**src/rtl/framer_pkg.sv**
```systemverilog
package framer_pkg;

  localparam logic [7:0]  PRE_PATTERN = 8'hAA;
  localparam logic [31:0] SYNC_WORD   = 32'hE9CAE9CA;  // first byte sent is the top byte
  localparam logic [15:0] CRC_POLY    = 16'h8005;
  localparam logic [15:0] CRC_SEED    = 16'hFFFF;
  localparam logic [8:0]  PN_SEED     = 9'h1FF;

  typedef enum logic [2:0] {
    SEL_PRE,
    SEL_SYNC,
    SEL_LEN,
    SEL_PAY,
    SEL_CRCH,
    SEL_CRCL
  } fieldSel_e;

  // strobes from control to datapath
  typedef struct packed {
    logic      load;     // latch length, seed CRC and whitening
    logic      absorb;   // fold current plain byte into CRC
    logic      pnStep;   // advance whitening by one byte
    logic      payStep;  // advance payload read index
    fieldSel_e sel;      // field currently presented
    logic [1:0] syncIdx; // byte within sync word
  } frameStrobes_t;

endpackage

```
**src/rtl/framer_ctrl.sv**
```systemverilog
module framer_ctrl
  import framer_pkg::*;
#(
  parameter int BURST_BYTES = 448,
  parameter int PRE_BYTES   = 4,
  parameter int MAX_LEN     = 36
) (
  input  logic          clk,
  input  logic          rstN,
  input  logic          startReq,
  input  logic          startBurst,
  input  logic [7:0]    startLen,
  input  logic          outReady,
  output logic          outValid,
  output logic          busy,
  output logic          frameDone,
  output logic          frameErr,
  output frameStrobes_t strobes
);

  localparam int CNT_MAX = (BURST_BYTES > PRE_BYTES) ? BURST_BYTES : PRE_BYTES;
  localparam int CNT_W   = $clog2(CNT_MAX + 1);
  localparam logic [CNT_W-1:0] BURST_LAST = CNT_W'(BURST_BYTES - 1);
  localparam logic [CNT_W-1:0] PRE_LAST   = CNT_W'(PRE_BYTES - 1);
  localparam logic [CNT_W-1:0] SYNC_LAST  = CNT_W'(3);

  typedef enum logic [2:0] {
    ST_IDLE, ST_BURST, ST_PRE, ST_SYNC, ST_LEN, ST_PAY, ST_CRCH, ST_CRCL
  } state_e;

  state_e           state;
  logic [CNT_W-1:0] cnt;
  logic [7:0]       remain;
  logic             idle;
  logic             fire;
  logic             lenOk;

  assign idle     = (state == ST_IDLE);
  assign outValid = !idle;
  assign busy     = !idle;
  assign fire     = outValid && outReady;
  assign lenOk    = (startLen <= 8'(MAX_LEN));

  always_comb begin
    strobes         = '0;
    strobes.syncIdx = cnt[1:0];
    strobes.load    = idle && startReq && lenOk;
    case (state)
      ST_SYNC: strobes.sel = SEL_SYNC;
      ST_LEN:  strobes.sel = SEL_LEN;
      ST_PAY:  strobes.sel = SEL_PAY;
      ST_CRCH: strobes.sel = SEL_CRCH;
      ST_CRCL: strobes.sel = SEL_CRCL;
      default: strobes.sel = SEL_PRE;
    endcase
    strobes.absorb  = fire && (state == ST_LEN || state == ST_PAY);
    strobes.pnStep  = fire && (state == ST_LEN || state == ST_PAY || state == ST_CRCH);
    strobes.payStep = fire && (state == ST_PAY);
  end

  always_ff @(posedge clk) begin
    if (!rstN) begin
      state     <= ST_IDLE;
      cnt       <= '0;
      remain    <= '0;
      frameDone <= 1'b0;
      frameErr  <= 1'b0;
    end else begin
      frameDone <= fire && (state == ST_CRCL);
      frameErr  <= idle && startReq && !lenOk;
      case (state)
        ST_IDLE: if (startReq && lenOk) begin
          remain <= startLen;
          cnt    <= '0;
          state  <= startBurst ? ST_BURST : ST_PRE;
        end
        ST_BURST: if (fire) begin
          if (cnt == BURST_LAST) begin
            cnt   <= '0;
            state <= ST_PRE;
          end else cnt <= cnt + 1'b1;
        end
        ST_PRE: if (fire) begin
          if (cnt == PRE_LAST) begin
            cnt   <= '0;
            state <= ST_SYNC;
          end else cnt <= cnt + 1'b1;
        end
        ST_SYNC: if (fire) begin
          if (cnt == SYNC_LAST) begin
            cnt   <= '0;
            state <= ST_LEN;
          end else cnt <= cnt + 1'b1;
        end
        ST_LEN: if (fire) state <= (remain == 8'd0) ? ST_CRCH : ST_PAY;
        ST_PAY: if (fire) begin
          remain <= remain - 8'd1;
          if (remain == 8'd1) state <= ST_CRCH;
        end
        ST_CRCH: if (fire) state <= ST_CRCL;
        ST_CRCL: if (fire) state <= ST_IDLE;
        default: state <= ST_IDLE;
      endcase
    end
  end

  AST_START_IGNORED: assert property (@(posedge clk) disable iff (!rstN)
    busy && startReq && !(state == ST_CRCL && fire) |=> busy);

  AST_PAY_NONEMPTY: assert property (@(posedge clk) disable iff (!rstN)
    state == ST_PAY |-> remain != 8'd0);

endmodule

```
**src/rtl/framer_dpath.sv**
```systemverilog
module framer_dpath
  import framer_pkg::*;
#(
  parameter int MAX_LEN = 36,
  localparam int IDX_W  = $clog2(MAX_LEN)
) (
  input  logic             clk,
  input  logic             rstN,
  input  logic             wrEn,
  input  logic [IDX_W-1:0] wrAddr,
  input  logic [7:0]       wrData,
  input  logic             busy,
  input  logic [7:0]       startLen,
  input  frameStrobes_t    strobes,
  output logic [7:0]       outData
);

  logic [7:0]       bufMem [MAX_LEN];
  logic [7:0]       lenByte;
  logic [15:0]      crcReg;
  logic [8:0]       pnReg;
  logic [IDX_W-1:0] payIdx;
  logic [7:0]       payByte;
  logic [7:0]       plainByte;
  logic [7:0]       syncByte;

  function automatic logic [15:0] crcFold(input logic [15:0] c, input logic [7:0] d);
    logic [15:0] r;
    r = c;
    for (int i = 7; i >= 0; i--) begin
      if (r[15] ^ d[i]) r = {r[14:0], 1'b0} ^ CRC_POLY;
      else              r = {r[14:0], 1'b0};
    end
    return r;
  endfunction

  function automatic logic [8:0] pnAdvance(input logic [8:0] s);
    logic [8:0] r;
    r = s;
    for (int i = 0; i < 8; i++) r = {r[0] ^ r[5], r[8:1]};
    return r;
  endfunction

  for (genvar g = 0; g < MAX_LEN; g++) begin : g_buf
    always_ff @(posedge clk) begin
      if (!rstN) bufMem[g] <= '0;
      else if (wrEn && !busy && wrAddr == IDX_W'(g)) bufMem[g] <= wrData;
    end
  end

  assign payByte   = ({1'b0, payIdx} < (IDX_W+1)'(MAX_LEN)) ? bufMem[payIdx] : 8'h00;
  assign plainByte = (strobes.sel == SEL_LEN) ? lenByte : payByte;

  always_ff @(posedge clk) begin
    if (!rstN) begin
      lenByte <= '0;
      crcReg  <= CRC_SEED;
      pnReg   <= PN_SEED;
      payIdx  <= '0;
    end else if (strobes.load) begin
      lenByte <= startLen;
      crcReg  <= CRC_SEED;
      pnReg   <= PN_SEED;
      payIdx  <= '0;
    end else begin
      if (strobes.absorb)  crcReg <= crcFold(crcReg, plainByte);
      if (strobes.pnStep)  pnReg  <= pnAdvance(pnReg);
      if (strobes.payStep) payIdx <= payIdx + 1'b1;
    end
  end

  always_comb begin
    case (strobes.syncIdx)
      2'd0:    syncByte = SYNC_WORD[31:24];
      2'd1:    syncByte = SYNC_WORD[23:16];
      2'd2:    syncByte = SYNC_WORD[15:8];
      default: syncByte = SYNC_WORD[7:0];
    endcase
    case (strobes.sel)
      SEL_SYNC: outData = syncByte;
      SEL_LEN:  outData = lenByte     ^ pnReg[7:0];
      SEL_PAY:  outData = payByte     ^ pnReg[7:0];
      SEL_CRCH: outData = crcReg[15:8] ^ pnReg[7:0];
      SEL_CRCL: outData = crcReg[7:0]  ^ pnReg[7:0];
      default:  outData = PRE_PATTERN;
    endcase
  end

  AST_CRC_SEEDED: assert property (@(posedge clk) disable iff (!rstN)
    busy && strobes.sel == SEL_LEN |-> crcReg == CRC_SEED);

  AST_PN_SEEDED: assert property (@(posedge clk) disable iff (!rstN)
    busy && strobes.sel == SEL_LEN |-> pnReg == PN_SEED);

  AST_PAY_IN_RANGE: assert property (@(posedge clk) disable iff (!rstN)
    strobes.payStep |-> {1'b0, payIdx} < {1'b0, lenByte});

endmodule

```
**src/rtl/pkt_framer.sv**
```systemverilog
module pkt_framer
  import framer_pkg::*;
#(
  parameter int WHITEN_SPAN = 40,
  parameter int BURST_BYTES = 448,
  parameter int PRE_BYTES   = 4,
  localparam int MAX_LEN    = WHITEN_SPAN - 4,
  localparam int IDX_W      = $clog2(MAX_LEN)
) (
  input  logic             clk,
  input  logic             rstN,
  input  logic             wrEn,
  input  logic [IDX_W-1:0] wrAddr,
  input  logic [7:0]       wrData,
  input  logic             startReq,
  input  logic             startBurst,
  input  logic [7:0]       startLen,
  output logic             outValid,
  input  logic             outReady,
  output logic [7:0]       outData,
  output logic             frameDone,
  output logic             frameErr
);

  frameStrobes_t strobes;
  logic          busy;

  framer_ctrl #(
    .BURST_BYTES(BURST_BYTES),
    .PRE_BYTES  (PRE_BYTES),
    .MAX_LEN    (MAX_LEN)
  ) u_ctrl (
    .clk       (clk),
    .rstN      (rstN),
    .startReq  (startReq),
    .startBurst(startBurst),
    .startLen  (startLen),
    .outReady  (outReady),
    .outValid  (outValid),
    .busy      (busy),
    .frameDone (frameDone),
    .frameErr  (frameErr),
    .strobes   (strobes)
  );

  framer_dpath #(
    .MAX_LEN(MAX_LEN)
  ) u_dpath (
    .clk     (clk),
    .rstN    (rstN),
    .wrEn    (wrEn),
    .wrAddr  (wrAddr),
    .wrData  (wrData),
    .busy    (busy),
    .startLen(startLen),
    .strobes (strobes),
    .outData (outData)
  );

  AST_HOLD_STALLED: assert property (@(posedge clk) disable iff (!rstN)
    outValid && !outReady |=> outValid && $stable(outData));

  AST_DONE_IDLE: assert property (@(posedge clk) disable iff (!rstN)
    frameDone |-> !outValid);

  AST_DONE_SINGLE: assert property (@(posedge clk) disable iff (!rstN)
    frameDone |=> !frameDone);

  AST_ERR_NO_FRAME: assert property (@(posedge clk) disable iff (!rstN)
    frameErr |-> !outValid && !frameDone);

endmodule

```
**config.mk**
```make
export PLATFORM = sky130hd
export DESIGN_NAME = pkt_framer
export DESIGN_NICKNAME = d
export VERILOG_FILES = /design/src/rtl/framer_pkg.sv /design/src/rtl/framer_ctrl.sv /design/src/rtl/framer_dpath.sv /design/src/rtl/pkt_framer.sv
export SDC_FILE = /design/constraint.sdc
export NUM_CORES = 1
export LEC_CHECK = 0
export ABC_AREA = 0
export BUFFER_PORTS_ARGS = -buffer_cell sky130_fd_sc_hd__buf_2
export CAP_MARGIN = 20
export CORE_UTILIZATION = 55
export DETAILED_ROUTE_END_ITERATION = 10
export HOLD_SLACK_MARGIN = 0.02
export PLACE_DENSITY = 0.71
export SLEW_MARGIN = 10
export SYNTH_ARGS = -nofsm -noshare
export SYNTH_HDL_FRONTEND = slang
export SYNTH_SLANG_ARGS = --single-unit
```
**constraint.sdc**
```tcl
create_clock -name clk -period 3.9 [get_ports clk]
set_clock_uncertainty 0.2 [all_clocks]
set_input_delay 0.78 -clock clk [delete_from_list [all_inputs] [get_ports clk]]
set_output_delay 0.78 -clock clk [all_outputs]
set_load 0.005 [all_outputs]
```
== Word-level counts from Yosys, hierarchy flattened ==
Memory sizes are Yosys's and may differ from the RTL's. A register that Yosys moved wholly into a read port is not among the register bits.
Cells that the tools add are included.
Widths: inputs -> output; s select.

* Memory bits (writable): 288
* Input bits: 28
* Memories: 1
* Output and inout port bits: 11
* Register bits after elaboration: 61
* Word-level logic and storage cells: 411

* Multiplexer cells: 205
* Bitwise operators: 65
* $lt $le $gt $ge: 2
* $add $sub $neg: 3
* Equality and inequality tests: 64
* Reductions and logical operators: 62

{| class="wikitable"
|+ Memories
! name !! depth !! bits a word !! rd ports !! clocked after memory_dff !! wr ports !! RTL line !! RTL
|-
| u_dpath.bufMem || 36 || 8 || 1 || 1 || 36 || framer_dpath.sv:18 || <nowiki>logic [7:0] bufMem [MAX_LEN];</nowiki>
|}

{| class="wikitable"
|+ Operator list
! kind !! count
|-
| $mux 16 || 29
|-
| $mux 8 || 40
|-
| $mux 1 || 109
|-
| $eq 6x5->1 const B || 16
|-
| $eq 6x4->1 const B || 8
|-
| $logic_and 1x1->1 || 46
|-
| $mux 9 || 5
|-
| $pmux 8 s5 || 1
|-
| $mux 3 || 12
|-
| $or 1x1->1 || 36
|-
| $xor 8x8->8 || 4
|-
| $pmux 9 s3 || 1
|-
| $eq 6x3->1 const B || 4
|-
| $eq 6x6->1 const B || 4
|-
| $not 3->3 || 8
|-
| $pmux 3 s8 || 1
|-
| $ne 2x1->1 const B || 11
|-
| $eq 3x3->1 const B || 6
|-
| $mux 6 || 3
|-
| $pmux 8 s2 || 1
|-
| $xor 1x1->1 || 16
|-
| $pmux 3 s5 || 1
|-
| $eq 3x2->1 const B || 4
|-
| $eq 6x2->1 const B || 2
|-
| 26 further kinds || 33
|}

== Longest topological paths before layout ==
Gate-level depths: netlist of run 1.

* Depth after elaboration: 41
* Gate-level depth with buffers: 14
* Gate-level depth less buffers: 10

== Cells and area by module ==
Synthesis of run 1 repeated with hierarchy kept, for this count alone.

* Cells, all modules: 1416
* Area total of the unflattened synthesis: 17540.6 um2

{| class="wikitable"
|+ Modules (own cells, without submodules)
! module !! area each (um2) !! instances !! cells an instance
|-
| framer_dpath || 16049.1 || 1 || 1225
|-
| framer_ctrl || 1491.4 || 1 || 191
|}

== Least setup slack after synthesis of run 1 ==
Ideal clock, no wire load.

* Kind: reg-to-output
* From: register with a tool-made name
* To: output port outData[0]
* Required time: 2920 ps
* Slack: 458 ps
* Stages on the path, launching flop included: 14
* Arrival time: 2462 ps
* Cell sequence: dfxtp_1 buf_6 buf_12 buf_12 buf_6 mux4_2 mux2i_1 o31ai_1 and4bb_2 nor2_1 a22oi_1 a21oi_1 xor2_1 a21o_1

{| class="wikitable"
|+ RTL lines
! element !! RTL line !! RTL
|-
| end, declared || pkt_framer.sv:20 || <nowiki>output logic [7:0] outData,</nowiki>
|}

==> results of run 1 <==
==> per-layer routing <==
layer,up-vias,global-route usage (%),part of all wire [%]
li1,5199,-,-
met1,5717,38.8,41
met2,562,44.3,47
met3,100,4.32,8.3
met4,0,9.48,3.1
met5,-,0,0
==> layout make-up <==
class	instances	area share, %
Sequential cell	355	49.8
Multi-Input combinational cell	917	35.4
Timing Repair Buffer	146	6.05
Clock buffer	56	5.39
Tap cell	396	2.47
Clock inverter	11	0.660
Inverter	16	0.299
==> worst paths after layout <==
kind	from	to	slack (ns)	cells after the start
setup / recovery	flip-flop	outData[3]	-0.33	11
hold / removal	u_dpath.lenByte[6]$_SDFFE_PN0P_	u_dpath.lenByte[6]$_SDFFE_PN0P_	0.26	2
setup reg to reg	flip-flop	u_dpath.crcReg[15]$_SDFFE_PP1P_	0.14	13
hold reg to reg	u_dpath.lenByte[6]$_SDFFE_PN0P_	u_dpath.lenByte[6]$_SDFFE_PN0P_	0.26	2
==> cell usage in the layout, fill, tap and decap left out, types with 38 or more instances in the layout <==
cell / synthesis / routed
and2_1: 295 / 295
nand2_1: 74 / 73
edfxtp_1: 288 / 288
buf_2: 6 / 38
clkbuf_16: 0 / 42
dfxtp_1: 67 / 65
mux4_2: 43 / 51
nor2_1: 97 / 94
o21ai_0: 57 / 53
buf_4: 5 / 86
==> what timing repair did <==
action	4_1_cts	5_1_grt
pin swaps	30	18
setup buffers	14	13
gates resized for setup	71	21
hold buffers	0	0
endpoints found under the setup margin	8	8
cloned	2	1
==> synth_stat cells (all sizes together), types with 6 or more instances <==
library cell,n,share of area (%)
a211oi,12,0.65
a21oi,26,0.75
a221o,7,0.40
a221oi,6,0.30
a31oi,7,0.25
a32oi,8,0.40
and2,296,11
buf,25,1.4
clkbuf,62,1.4
dfxtp,67,7.7
edfxtp,288,50
ha,6,0.43
inv,16,0.35
mux2i,43,2.5
mux4,60,8.2
nand2,74,1.6
nand2b,10,0.36
nand3,29,0.84
nand4,6,0.22
nor2,97,2.1
nor2b,23,0.83
nor3,11,0.32
o211ai,12,0.52
o21ai,62,1.8
or3,7,0.25
xnor2,31,1.7
xor2,18,0.95
==> metrics by stage <==
step	setup TNS, ns	util, %
floorplan	0	-
global placement	-0.0413	59.0
detailed placement	-0.0756	59.0
CTS	-1.73	64.5
global route	-2.79	65.1
finish	-1.94	65.1
==> sequential cells by signal, summed over array words and instances (netlist names), named ones only <==
register / cells
u_ctrl.cnt: 9
u_dpath.crcReg: 16
u_dpath.bufMem: 288
u_ctrl.state: 3
u_ctrl.frameErr: 1
u_dpath.pnReg: 9
u_dpath.lenByte: 8
u_ctrl.remain: 8
u_dpath.payIdx: 6
u_ctrl.frameDone: 1
==> logic make-up after synthesis <==
kind of cell | synth area share (%)
simple gates | 18.2
flops | 57.6
compound gates | 6.93
mux | 10.9
buf+inv | 3.14
xor+xnor | 2.74
fa+ha+maj | 0.433
==> power by group through the flow <==
stage | clock network [mW] | logic [mW] | registers (mW)
after floorplan | 0 | 0.274 | 4.30
after global placement | 0 | 0.446 | 4.32
after detailed placement | 0 | 0.452 | 4.32
after CTS | 3.59 | 0.466 | 4.25
after global routing | 3.73 | 0.510 | 4.25
final | 3.56 | 0.476 | 4.25
==> worst min-delay path, cell delays in order (launching register included) <==
cell and delay [ns]:
dfxtp_1 0.33, inv_1 0.06, nor2_1 0.03
==> impl_metrics.csv, run 1 <==
group,metric,value,unit
routing,drc_errors,7,
routing,routedWlPerCell,23.3,um
clock_tree,cts_max_level,2,
placement,hpwl,29100,um
setup_path,arrival,3.25,ns
clock_tree,cts_buffers,38,
routing,vias,11600,
power_and_ir_drop,total_leakage_power,7.39,nW
sta,maxClockFrequency,236,MHz
routing,drt-total-wl,44200,um
final_layout,fin_cells,1897,
routing,vias_per_cell,6.10,
power_and_ir_drop,combPwrFrac,5.8,%
clock_tree,cts_max_path_buffers,3,
setup_path,criticalPathCategory,"reg -> out",
final_layout,final-seq-area,10000,sq um
placement,place_area,18200,sq um
final_layout,multiInputGateArea,7100,sq um
min_path,min_path_type,"reg -> reg",
floorplan,start_util,56.3,%
power_and_ir_drop,swShare,21.7,%
power_and_ir_drop,p_int,6.49,mW
synth,syn_area,17400,sq um
sta,slew_headroom,37.9,%
power_and_ir_drop,switchingPower,1.80,mW
setup_path,path_cells,"buf_12, buf_16, buf_4, mux4_2, a31o_2, a211oi_4, nor2_1, mux4_2, xnor2_2, nand2_1, buf_2",
routing,drt_iter0_markers,1315,
final_layout,num-fill-cells,2179,
synth,ys_warn_count,0,
setup_path,slowest_delay,0.51,ns
setup_path,crit_fanout,7,
final_layout,diodes,0,
status,violations,"DRC, setup timing",
placement,gp_congestion,0.896,
sta,period_share,109,%
final_layout,synthToLayoutAreaGrowth,15.7,%
sta,grt_setup_unrepaired,"true",
synth,synth.avg_cell_area,12.6,sq um
routing,firstDrtPassIters,9,
job,max_cap_violations,0,
synth,syn_nets,1410,
clock_tree,clkSinkCount,355,
setup_path,worst_setup_path_end_kind,"output pin",
floorplan,core_area,30800,sq um
synth,async_reset_ff_share,0,%
synth,synth_cell_types,77,
power_and_ir_drop,clockPowerShare,43.0,%
floorplan,num_io_pins,39,
synth,synth_edf_count,288,
final_layout,fin_area,20100,sq um
setup_path,cp_data_required_time,2.92,ns
status,status,"finished with violations",
global_route,grt_max_degree,37,
placement,dp_cells,1802,
global_route,gr-total-overflow,0,
floorplan,die_area,32300,sq um
placement,dpl_worst_slack,-0.0756,ns
power_and_ir_drop,pwr_density_cell,413,nW/um^2
setup_path,cpMostUsedCell,"mux4_2",
synth,synthesis.instances,1376,
power_and_ir_drop,irDropWorstVdd,0.000297,V
setup_path,start_kind,"flip-flop",
clock_tree,clkTransAtPathRegs,0.06,ns
global_route,antenna_found_initial,0,
final_layout,fin_nets,1508,
global_route,grt_pass1_wl,67600,um
global_route,grt_usage,27.7,%
setup_path,crit_buf_inv,4,
sta,setup_violations,8,
power_and_ir_drop,power.share.sequential,51.3,%
clock_tree,cts_tree,"done",
floorplan,dieWidth,180,um
floorplan,fp-row-count,64,
setup_path,critPathTopFamily,"multiplexers",
synth,yosysSeqAreaShare,57.6,%
placement,port_buffers,38,
sta,fin_ws,-0.332,ns
synth,ys_ff_latch,355,
floorplan,chipHeight,180,um
global_route,grt_pass1_vias,11200,
sta,worstMarginPinSlew,0.930,ns
sta,timing.final.max_slew_violations,0,
sta,hold_viol,0,
setup_path,cp_slowest_cell,"mux4_2",
power_and_ir_drop,power,8.29,mW
routing,ant_nets,0,
synth,synthFlopType,"edfxtp_1",
sta,whs,0.264,ns
clock_tree,worstSkewPairLatency,0.53,ns
final_layout,final_layout_size_suffix_gt1_share,21.0,%
sta,period_minus_slack,4.23,ns
clock_tree,cts_root_buf,"clkbuf_16",
(Power assumes the default switching activity.)
==> run 2: changes to the inputs <==
RECOVER_POWER = 100   (was unset)
==> run 2 against run 1 <==
The flow finishes with violations (DRC, capacitance limit, slew limit, setup timing); critical path depth did not move; final area fell by 0.82%; via count fell by 0.24%; worst hold slack got worse by 0.0048 ns; combinational power fell by 4%; routed wire length barely moved; highest routed layer unchanged; non-clock buffer count did not move; global-route usage did not move; clock-buffer cell count did not move; register-to-register slack got worse by 0.02 ns.
==> impl_metrics.csv, run 2 (synthesis gave the netlist of run 1 again) <==
group,metric,value,unit
status,status,"finished with violations",
status,violations,"DRC, capacitance limit, slew limit, setup timing",
floorplan,fp-row-count,64,
setup_path,criticalPathCategory,"reg -> out",
routing,routedWlPerCell,23.3,um
setup_path,start_kind,"flip-flop",
final_layout,layout_common_cells,"edfxtp_1, and2_0, and2_1",
final_layout,fin_nets,1508,
floorplan,chipHeight,180,um
placement,port_buffers,38,
global_route,grt_pass1_vias,11200,
clock_tree,cts_buffers,38,
floorplan,start_util,56.3,%
sta,slew_headroom,-3.20,%
setup_path,crit_fanout,7,
power_and_ir_drop,total_leakage_power,7.05,nW
sta,hold_viol,0,
routing,drc_errors,7,
min_path,hold_end,"u_dpath.lenByte[6]$_SDFFE_PN0P_",
placement,gp_congestion,0.896,
routing,drt_iter0_markers,1368,
clock_tree,cts_tree,"done",
setup_path,r2r_end,"u_dpath.crcReg[15]$_SDFFE_PP1P_",
job,max_cap_violations,1,
routing,firstDrtPassIters,9,
sta,period_share,108,%
final_layout,final_layout_size_suffix_gt1_share,18.0,%
sta,timing.final.max_slew_violations,28,
final_layout,fin_util,64.6,%
setup_path,rrSetupSlack,0.12,ns
final_layout,top_register,"u_dpath.bufMem",
global_route,grt_usage,27.7,%
setup_path,r2r_cells,13,
clock_tree,worstSkewPairLatency,0.53,ns
min_path,hold_depth,2,
global_route,grt_max_degree,37,
sta,setup_violations,8,
floorplan,core_area,30800,sq um
sta,maxClockFrequency,237,MHz
sta,tns,-1.95,ns
final_layout,diodes,0,
final_layout,synthToLayoutAreaGrowth,14.8,%
setup_path,arrival,3.24,ns
sta,period_minus_slack,4.22,ns
setup_path,cp_data_required_time,2.92,ns
placement,dpl_worst_slack,-0.0756,ns
global_route,gr-total-overflow,0,
min_path,min_path_type,"reg -> reg",
final_layout,final_common_cell,"edfxtp_1",
clock_tree,clkTransAtPathRegs,0.06,ns
global_route,antenna_found_initial,0,
sta,worstMarginPinSlew,1.55,ns
final_layout,largest_reg_flops,288,
min_path,min_from,"u_dpath.lenByte[6]$_SDFFE_PN0P_",
placement,hpwl,29100,um
floorplan,dieWidth,180,um
clock_tree,hold_buffers,0,
floorplan,die_area,32300,sq um
clock_tree,cts_max_path_buffers,3,
power_and_ir_drop,irDropWorstVdd,0.000297,V
routing,vias_per_cell,6.09,
routing,vias,11600,
clock_tree,cts_root_buf,"clkbuf_16",
setup_path,worst_setup_path_end_kind,"output pin",
global_route,grt_pass1_wl,67600,um
power_and_ir_drop,power,8.26,mW
floorplan,num_io_pins,39,
clock_tree,cts_max_level,2,
sta,grt_setup_unrepaired,"true",
clock_tree,clkSinkCount,355,
sta,fin_ws,-0.322,ns
final_layout,reg_top3,"u_dpath.bufMem: 288 flops, u_dpath.crcReg: 16 flops",
routing,drt-total-wl,44200,um
routing,ant_nets,0,
power_and_ir_drop,pwr_density_cell,414,nW/um^2
-- run 2: cell types whose count changed in the layout (fill, tap and decap cells not counted) --
cell	before	now
and2_0	1	180
and2_1	295	116
buf_2	38	36
buf_4	86	42
clkbuf_1	15	59
clkbuf_2	0	1
clkbuf_4	0	1
o21ai_0	53	54
o21ai_1	7	6
xnor3_1	0	1
xnor3_2	1	0
-- run 2: critical path, cell delays in order, from the launching register on --
cell and delay, ns:
dfxtp_4 0.40, buf_12 0.14, buf_16 0.13, buf_4 0.12
mux4_2 0.51, a31o_2 0.29, a211oi_4 0.22, nor2_1 0.06
mux4_2 0.51, xnor2_2 0.14, nand2_1 0.06, buf_2 0.13
-- run 2: worst max path at each step --
stage / depth (start not counted) / to / slack [ns]
2_1_floorplan: 13 / outData[0] / 0.46
3_3_place_gp: 12 / outData[6] / -0.04
3_5_place_dp: 12 / outData[6] / -0.08
4_1_cts: 12 / outData[3] / -0.33
5_1_grt: 13 / outData[1] / -0.43
6_report: 11 / outData[3] / -0.32
-- run 2: per-stage QoR --
stage	hold slack, ns	cell area, sq um	instances
3_5_place_dp	0.247	18200	1802
6_report	0.259	19900	1897
4_1_cts	0.259	19900	1884
5_1_grt	0.277	19900	1897
3_3_place_gp	0.246	18200	1802
2_1_floorplan	0.228	17400	1376
-- run 2: layer usage --
layer	wire length, um	global-route usage, %	up-vias
met5	0	0	-
met4	1220	9.48	0
met3	3480	4.32	81
met2	21200	44.3	538
met1	18300	38.8	5722
li1	-	-	5209
-- run 2: layout make-up --
type	instances	area, sq um
tap	396	495
timing repair buffer	146	1050
fill	2223	10900
multi-input combinational	917	7100
clock buffer	56	1080
inverter	16	60.1
clock inverter	11	133
sequential	355	10000
-- run 2: repair_timing --
item / in CTS / in global routing
resized for setup: 71 / 21
pin swaps: 30 / 18
setup endpoints to repair: 8 / 8
gates cloned: 2 / 1
setup buffers: 14 / 13
-- run 2: where the power goes --
group / total, mW / internal, mW / switching (mW) / leakage (nW)
Combinational: 0.457 / 0.146 / 0.311 / 2.95
Clock: 3.55 / 2.12 / 1.43 / 0.582
Sequential: 4.25 / 4.20 / 0.0500 / 3.52
Total: 8.26 / 6.47 / 1.79 / 7.05
